--- src/rtl/wsg_pkg.sv ---
// Package: shared types and the divider-setting to base-unit mapping.
// Assumes the divider fields are 2 bits wide.
package wsg_pkg;

    typedef enum logic [1:0] {
        KIND_IDLE  = 2'b00,
        KIND_READ  = 2'b01,
        KIND_WRITE = 2'b10,
        KIND_READX = 2'b11
    } acc_kind_t;

    localparam int MAX_UNITS = 10;

    // Base units taken by one access for a given divider setting.
    function automatic int units_for(input logic [1:0] sel);
        case (sel)
            2'd0:    return 2;
            2'd1:    return 4;
            2'd2:    return 10;
            default: return 2;
        endcase
    endfunction

endpackage

--- src/rtl/wsg_region_decode.sv ---
// Region decode: chooses the internal or the external divider domain for
// an access. Assumes the I/O window is aligned to its own size.
module wsg_region_decode #(
    parameter int          ADDR_W   = 16,
    parameter logic [15:0] IO_BASE  = 16'h00F0,
    parameter int          IO_SIZE  = 16,
    parameter logic [15:0] ROM_BASE = 16'hFFC0
) (
    input  logic [1:0]        kind,
    input  logic [ADDR_W-1:0] addr,
    input  logic              rom_map,
    output logic              use_int
);
    import wsg_pkg::*;

    localparam logic [ADDR_W-1:0] IO_MASK  = ~ADDR_W'(IO_SIZE - 1);
    localparam logic [ADDR_W-1:0] IO_B     = ADDR_W'(IO_BASE);
    localparam logic [ADDR_W-1:0] ROM_B    = ADDR_W'(ROM_BASE);

    logic io_hit;
    logic rom_hit;
    logic is_idle;

    // Combinational region match and domain selection.
    always_comb begin
        io_hit  = ((addr & IO_MASK) == IO_B);
        rom_hit = rom_map && (addr >= ROM_B);
        is_idle = (acc_kind_t'(kind) == KIND_IDLE);
        use_int = is_idle || io_hit || rom_hit;
    end

endmodule

--- src/rtl/wsg_len_select.sv ---
// Length select: converts the chosen divider field into an access length
// in master clocks. Assumes MCLK_PER_UNIT * MAX_UNITS fits in LEN_W bits.
module wsg_len_select #(
    parameter int MCLK_PER_UNIT = 12,
    parameter int LEN_W         = 7
) (
    input  logic             use_int,
    input  logic [1:0]       ext_sel,
    input  logic [1:0]       int_sel,
    output logic [LEN_W-1:0] len
);
    import wsg_pkg::*;

    logic [1:0] sel;

    // Pick the field for the domain and scale its unit count.
    always_comb begin
        sel = use_int ? int_sel : ext_sel;
        len = LEN_W'(units_for(sel) * MCLK_PER_UNIT);
    end

endmodule

--- src/rtl/wsg_cycle_counter.sv ---
// Cycle counter: a down-counter loaded when an access is accepted. Done is
// flagged when it reaches zero. Assumes len is at least 1.
module wsg_cycle_counter #(
    parameter int LEN_W = 7
) (
    input  logic             clk,
    input  logic             rst_n,
    input  logic             start,
    input  logic [LEN_W-1:0] len,
    output logic             busy,
    output logic             done,
    output logic             accept
);
    logic             busy_q;
    logic [LEN_W-1:0] cnt_q;

    // Done in the final cycle; a start is taken when idle or in that cycle.
    always_comb begin
        done   = busy_q && (cnt_q == '0);
        accept = start && (!busy_q || done);
        busy   = busy_q;
    end

    // Load on accept, count down while busy, release after done.
    always_ff @(posedge clk) begin
        if (!rst_n) begin
            busy_q <= 1'b0;
            cnt_q  <= '0;
        end else if (accept) begin
            busy_q <= 1'b1;
            cnt_q  <= len - LEN_W'(1);
        end else if (done) begin
            busy_q <= 1'b0;
        end else if (busy_q) begin
            cnt_q  <= cnt_q - LEN_W'(1);
        end
    end

    // mid-access the counter steps down by one, start or not.
    assert_count_step_R2: assert property (@(posedge clk) disable iff (!rst_n)
        (busy_q && !done) |=> (cnt_q == $past(cnt_q) - LEN_W'(1)));

    // a finished access with no new start leaves the counter idle.
    assert_release_R2: assert property (@(posedge clk) disable iff (!rst_n)
        (done && !start) |=> !busy_q);

endmodule

--- src/rtl/wait_state_gen.sv ---
// Top: bus access wait-state generator. Decodes the access domain, picks
// the divider length and times the access. Assumes one access at a time.
module wait_state_gen #(
    parameter int MCLK_PER_UNIT = 12,
    parameter int ADDR_W        = 16
) (
    input  logic              clk,
    input  logic              rst_n,
    input  logic              acc_start,
    input  logic [1:0]        acc_kind,
    input  logic [ADDR_W-1:0] acc_addr,
    input  logic              rom_map,
    input  logic [1:0]        ext_sel,
    input  logic [1:0]        int_sel,
    output logic              acc_busy,
    output logic              acc_done
);
    import wsg_pkg::*;

    localparam int LEN_W = $clog2(MAX_UNITS * MCLK_PER_UNIT + 1);

    logic             use_int;
    logic [LEN_W-1:0] len;
    logic             accept;

    wsg_region_decode #(.ADDR_W(ADDR_W)) u_decode (
        .kind    (acc_kind),
        .addr    (acc_addr),
        .rom_map (rom_map),
        .use_int (use_int)
    );

    wsg_len_select #(.MCLK_PER_UNIT(MCLK_PER_UNIT), .LEN_W(LEN_W)) u_len (
        .use_int (use_int),
        .ext_sel (ext_sel),
        .int_sel (int_sel),
        .len     (len)
    );

    wsg_cycle_counter #(.LEN_W(LEN_W)) u_cnt (
        .clk    (clk),
        .rst_n  (rst_n),
        .start  (acc_start),
        .len    (len),
        .busy   (acc_busy),
        .done   (acc_done),
        .accept (accept)
    );

    // reset clears the access in progress.
    assert_reset_idle_R1: assert property (@(posedge clk)
        !rst_n |=> !acc_busy);

    // done appears only inside an access.
    assert_done_in_busy_R2: assert property (@(posedge clk) disable iff (!rst_n)
        acc_done |-> acc_busy);

    // a start in the done cycle continues without a gap.
    assert_back_to_back_R9: assert property (@(posedge clk) disable iff (!rst_n)
        (acc_done && acc_start) |=> (acc_busy && !acc_done));

    // an access taken from idle is busy and not done in its first cycle.
    assert_accept_busy_R2: assert property (@(posedge clk) disable iff (!rst_n)
        (accept && !acc_busy) |=> (acc_busy && !acc_done));

endmodule

--- config.mk ---
export PLATFORM = sky130hd
export DESIGN_NAME = wait_state_gen
export DESIGN_NICKNAME = d
export VERILOG_FILES = /design/src/rtl/wsg_pkg.sv /design/src/rtl/wsg_region_decode.sv /design/src/rtl/wsg_len_select.sv /design/src/rtl/wsg_cycle_counter.sv /design/src/rtl/wait_state_gen.sv
export SDC_FILE = /design/constraint.sdc
export NUM_CORES = 1
export LEC_CHECK = 0
export ABC_AREA = 1
export BUFFER_PORTS_ARGS = -buffer_cell sky130_fd_sc_hd__buf_2
export CELL_PAD_IN_SITES_DETAIL_PLACEMENT = 1
export CELL_PAD_IN_SITES_GLOBAL_PLACEMENT = 1
export CORE_MARGIN = 2
export CORE_UTILIZATION = 28
export CTS_BUF_LIST = sky130_fd_sc_hd__clkbuf_4
export CTS_CLUSTER_SIZE = 28
export DETAILED_ROUTE_END_ITERATION = 6
export PLACE_DENSITY = 0.67
export REMOVE_ABC_BUFFERS = 1
export SLEW_MARGIN = 10
export SYNTH_ARGS = -nofsm -noshare
export SYNTH_HDL_FRONTEND = slang
export SYNTH_SLANG_ARGS = --single-unit
--- constraint.sdc ---
create_clock -name clk -period 1.8 [get_ports clk]
set_clock_uncertainty 0.15 [all_clocks]
set_input_delay 0.36 -clock clk [delete_from_list [all_inputs] [get_ports clk]]
set_output_delay 0.36 -clock clk [all_outputs]
set_load 0.005 [all_outputs]
==> summary.txt <==
Run status
  – Run status: finished, final reports clean

CTS
  – Number of clock buffers inserted by TritonCTS: 3
  – Largest buffer count on any clock path: 2
  – Insertion delay of the later-clocked pin in the worst-skew pair: 0.26 ns
  – Total number of clock tree sinks: 8
  – Clk Tree Root Cell: clkbuf_4
  – TritonCTS clock tree: yes
  – Clock slew seen by the registers of the worst setup and hold paths: 0.05 ns
  – # H-tree levels: 1

Critical path
  – Type of the worst setup path: reg -> out
  – CP Launch Type: flop
  – Endpoint required time on the critical path: 1.29 ns
  – Crit end category: output pin
  – Arrival time worst endpoint: 1.25 ns
  – Worst flop-to-flop path startpoint: u_cnt.cnt_q[1]
  – Setup slack on the worst flop-to-flop path: 0.11 ns
  – Worst Path Max Fanout: 3
  – Worst R2R End: u_cnt.cnt_q[5]
  – Worst Reg-to-Reg Cells: 10

Power
  – Power density cells: 652 nW/um2
  – Maximum vdd ir drop: 0.274 mV
  – Static leakage power: 0.511 nW

Global routing
  – Maximum number of pins on one net before global-route repair: 12
  – Overall global routing resource usage: 14.0%
  – Leftover overflow at the end of global routing: 0
  – Global-route wire length before repair: 3460 um
  – Vias in the first global route: 881
  – Number of antenna violations at the first check in global routing: 0

Timing
  – Transition at the pin with the smallest max-transition slack: 0.301 ns
  – Fraction of the cycle the final worst path needs: 97.8%
  – Count of endpoints failing hold in the final timing report: 0
  – Final setup margin: 0.0393 ns
  – Normalized max-slew margin: 79.9%
  – Maximum clock frequency: 568 MHz
  – Final setup violation count: 0
  – Number of pins with negative max-slew slack in the final report: 0
  – Unrepaired setup endpoints after global routing: true
  – Minimum period implied by the final worst setup slack: 1.76 ns

Route
  – Top routing layer used: met4
  – Number of detailed-routing iterations run before antenna repair: 4
  – Met1 Routed Length: 761 um
  – DRT antenna net count: 0
  – Drc violations: 0
  – Total Wirelength: 1980 um
  – Routed length on met2: 1030 um
  – Average via count per standard cell: 4.80
  – Via count of the routed design: 859
  – Wire length per cell after detailed routing: 11.1 um
  – Number of design-rule violations left by the first detailed-router iteration: 16
  – Amount of wire on met3 after detailed routing: 104 um

Min path
  – Worst Min Path Start: rst_n
  – Hold EP: u_cnt.cnt_q[1]
  – Cell depth of the worst hold path: 3
  – Type of the worst min-delay path: in -> reg

Final layout
  – Ratio of cells with drive above 1 in the final layout: 33.6%
  – Final-stage net count: 182
  – Area growth from synthesis to layout: 29.1%
  – Diodes inserted: 0
  – Final-layout fill cell count: 342
  – Final Non-Filler Cells: 179

Die
  – Row Count: 18
  – Number of top-level pins: 28
  – Die width: 55.7 um
  – Initial cell density of the core: 29.9%
  – Vertical extent of the die: 55.7 um
  – DIE AREA: 3100 um2
  – Standard cell core area: 2500 um2

Placement
  – Port buffer count: 23
  – Number of placed cells counting well taps: 172
  – Final estimated routing congestion in global placement: 0.765
  – Final HPWL DP: 1680 um
  – Worst setup slack before clock tree synthesis: -0.122 ns

Yosys
  – Count of state elements after synthesis: 8
  – Count of different cell masters after synthesis: 22
  – Syn Area/Cell: 6.33 um2
  – Cell count after synthesis: 118
  – Count of warnings emitted by yosys: 0
  – Mapped Area: 747 um2
  – Fraction of the yosys area taken by sequential cells: 21.4%

Run
  – MaxCap Viol Count: 0
flip-flops by register name (all words and copies together) (netlist names):
signal       count
u_cnt.cnt_q      7
u_cnt.busy       1
stage by stage:
stage	util, %	power, mW	area, um2	TNS [ns]	hold WS, ns
6_report	38.6	0.629	965	0	0.211
5_1_grt	38.6	0.690	965	-0.101	0.224
4_1_cts	37.1	0.624	928	0	0.198
3_5_place_dp	35.8	0.469	895	-0.240	0.327
3_3_place_gp	35.8	0.457	895	-0.0667	0.317
2_1_floorplan	-	0.390	727	0	0.304
metal layers:
layer	vias to the layer above	track usage [%]
li1	443	-
met5	-	0
met1	380	14.2
met4	0	9.41
met2	29	26.7
met3	7	1.16
Yosys cell counts (all sizes together):
cell	number	share of area, %
nor3b	1	1.0
nand4	8	6.7
or2	1	0.84
nand3	12	8.7
dfxtp	8	21
nor2	20	14
a21oi	2	1.8
ha	5	8.4
inv	14	7.0
xnor2	1	1.2
o21ai	4	2.7
nand3b	1	1.0
buf	1	2.7
nand2	40	23
logic make-up (layout without fill, tap and decap cells):
| family | after synthesis | count (layout) | share of synthesized area (%) |
|---|---|---|---|
| adders and majority gates | 5 | 5 | 8.38 |
| AOI/OAI and AO/OA | 6 | 6 | 4.52 |
| xor gates and xnor gates | 1 | 1 | 1.17 |
| DFF | 8 | 8 | 21.4 |
| and+or+nand+nor | 83 | 83 | 54.8 |
| buffers and inverters | 15 | 46 | 9.72 |
layout make-up:
type / count / area, um2 / share of cell area (%)
clock buffers: 3 / 22.5 / 2.33
inverters: 14 / 52.6 / 5.45
multi-input cells: 95 / 529 / 54.9
flip-flops and latches: 8 / 163 / 16.9
well taps: 30 / 37.5 / 3.89
repair buffers: 29 / 160 / 16.6
power breakdown:
group	total (mW)	internal [mW]	switching, mW
Combinational	0.262	0.115	0.147
Sequential	0.228	0.201	0.0265
Clock	0.139	0.0764	0.0625
Total	0.629	0.393	0.236
cell usage in the layout, fill, tap and decap left out, types with 2 or more instances in the layout:
| cell | Yosys | routed |
|---|---|---|
| nand3_1 | 11 | 11 |
| inv_2 | 2 | 5 |
| nor2_1 | 17 | 16 |
| dfxtp_2 | 0 | 2 |
| o21ai_1 | 4 | 4 |
| inv_1 | 12 | 9 |
| buf_2 | 0 | 23 |
| nor2_2 | 1 | 2 |
| buf_4 | 0 | 6 |
| dfxtp_1 | 8 | 6 |
| nand2_1 | 37 | 37 |
| nand2_2 | 2 | 2 |
| nand4_1 | 8 | 8 |
| ha_1 | 5 | 4 |
| clkbuf_4 | 0 | 3 |
repair_timing:
item,in CTS,in global routing
buffers inserted,1,3
endpoints found under the setup margin,1,8
pin swaps,0,3
hold buffers,0,0
gates resized for setup,3,5
critical path: stages, from the launching register on:
cell,delay (ns)
dfxtp_2,0.33
inv_2,0.08
ha_4,0.14
inv_2,0.03
nor2_2,0.10
nand3_2,0.07
nor2_1,0.11
buf_2,0.12
worst max path at each step:
stage / slack [ns] / cells past startpoint / start / end
after floorplan: 0.17 / 12 / acc_addr[6] / u_cnt.cnt_q[5]
after global placement: -0.06 / 13 / acc_addr[6] / u_cnt.cnt_q[5]
after detailed placement: -0.12 / 13 / acc_addr[6] / u_cnt.cnt_q[5]
after CTS: 0.0008 / 7 / u_cnt.cnt_q[0] / acc_done
after global routing: -0.05 / 7 / u_cnt.cnt_q[1] / acc_done
final: 0.04 / 7 / u_cnt.cnt_q[1] / acc_done
(Power assumes the default switching activity.)
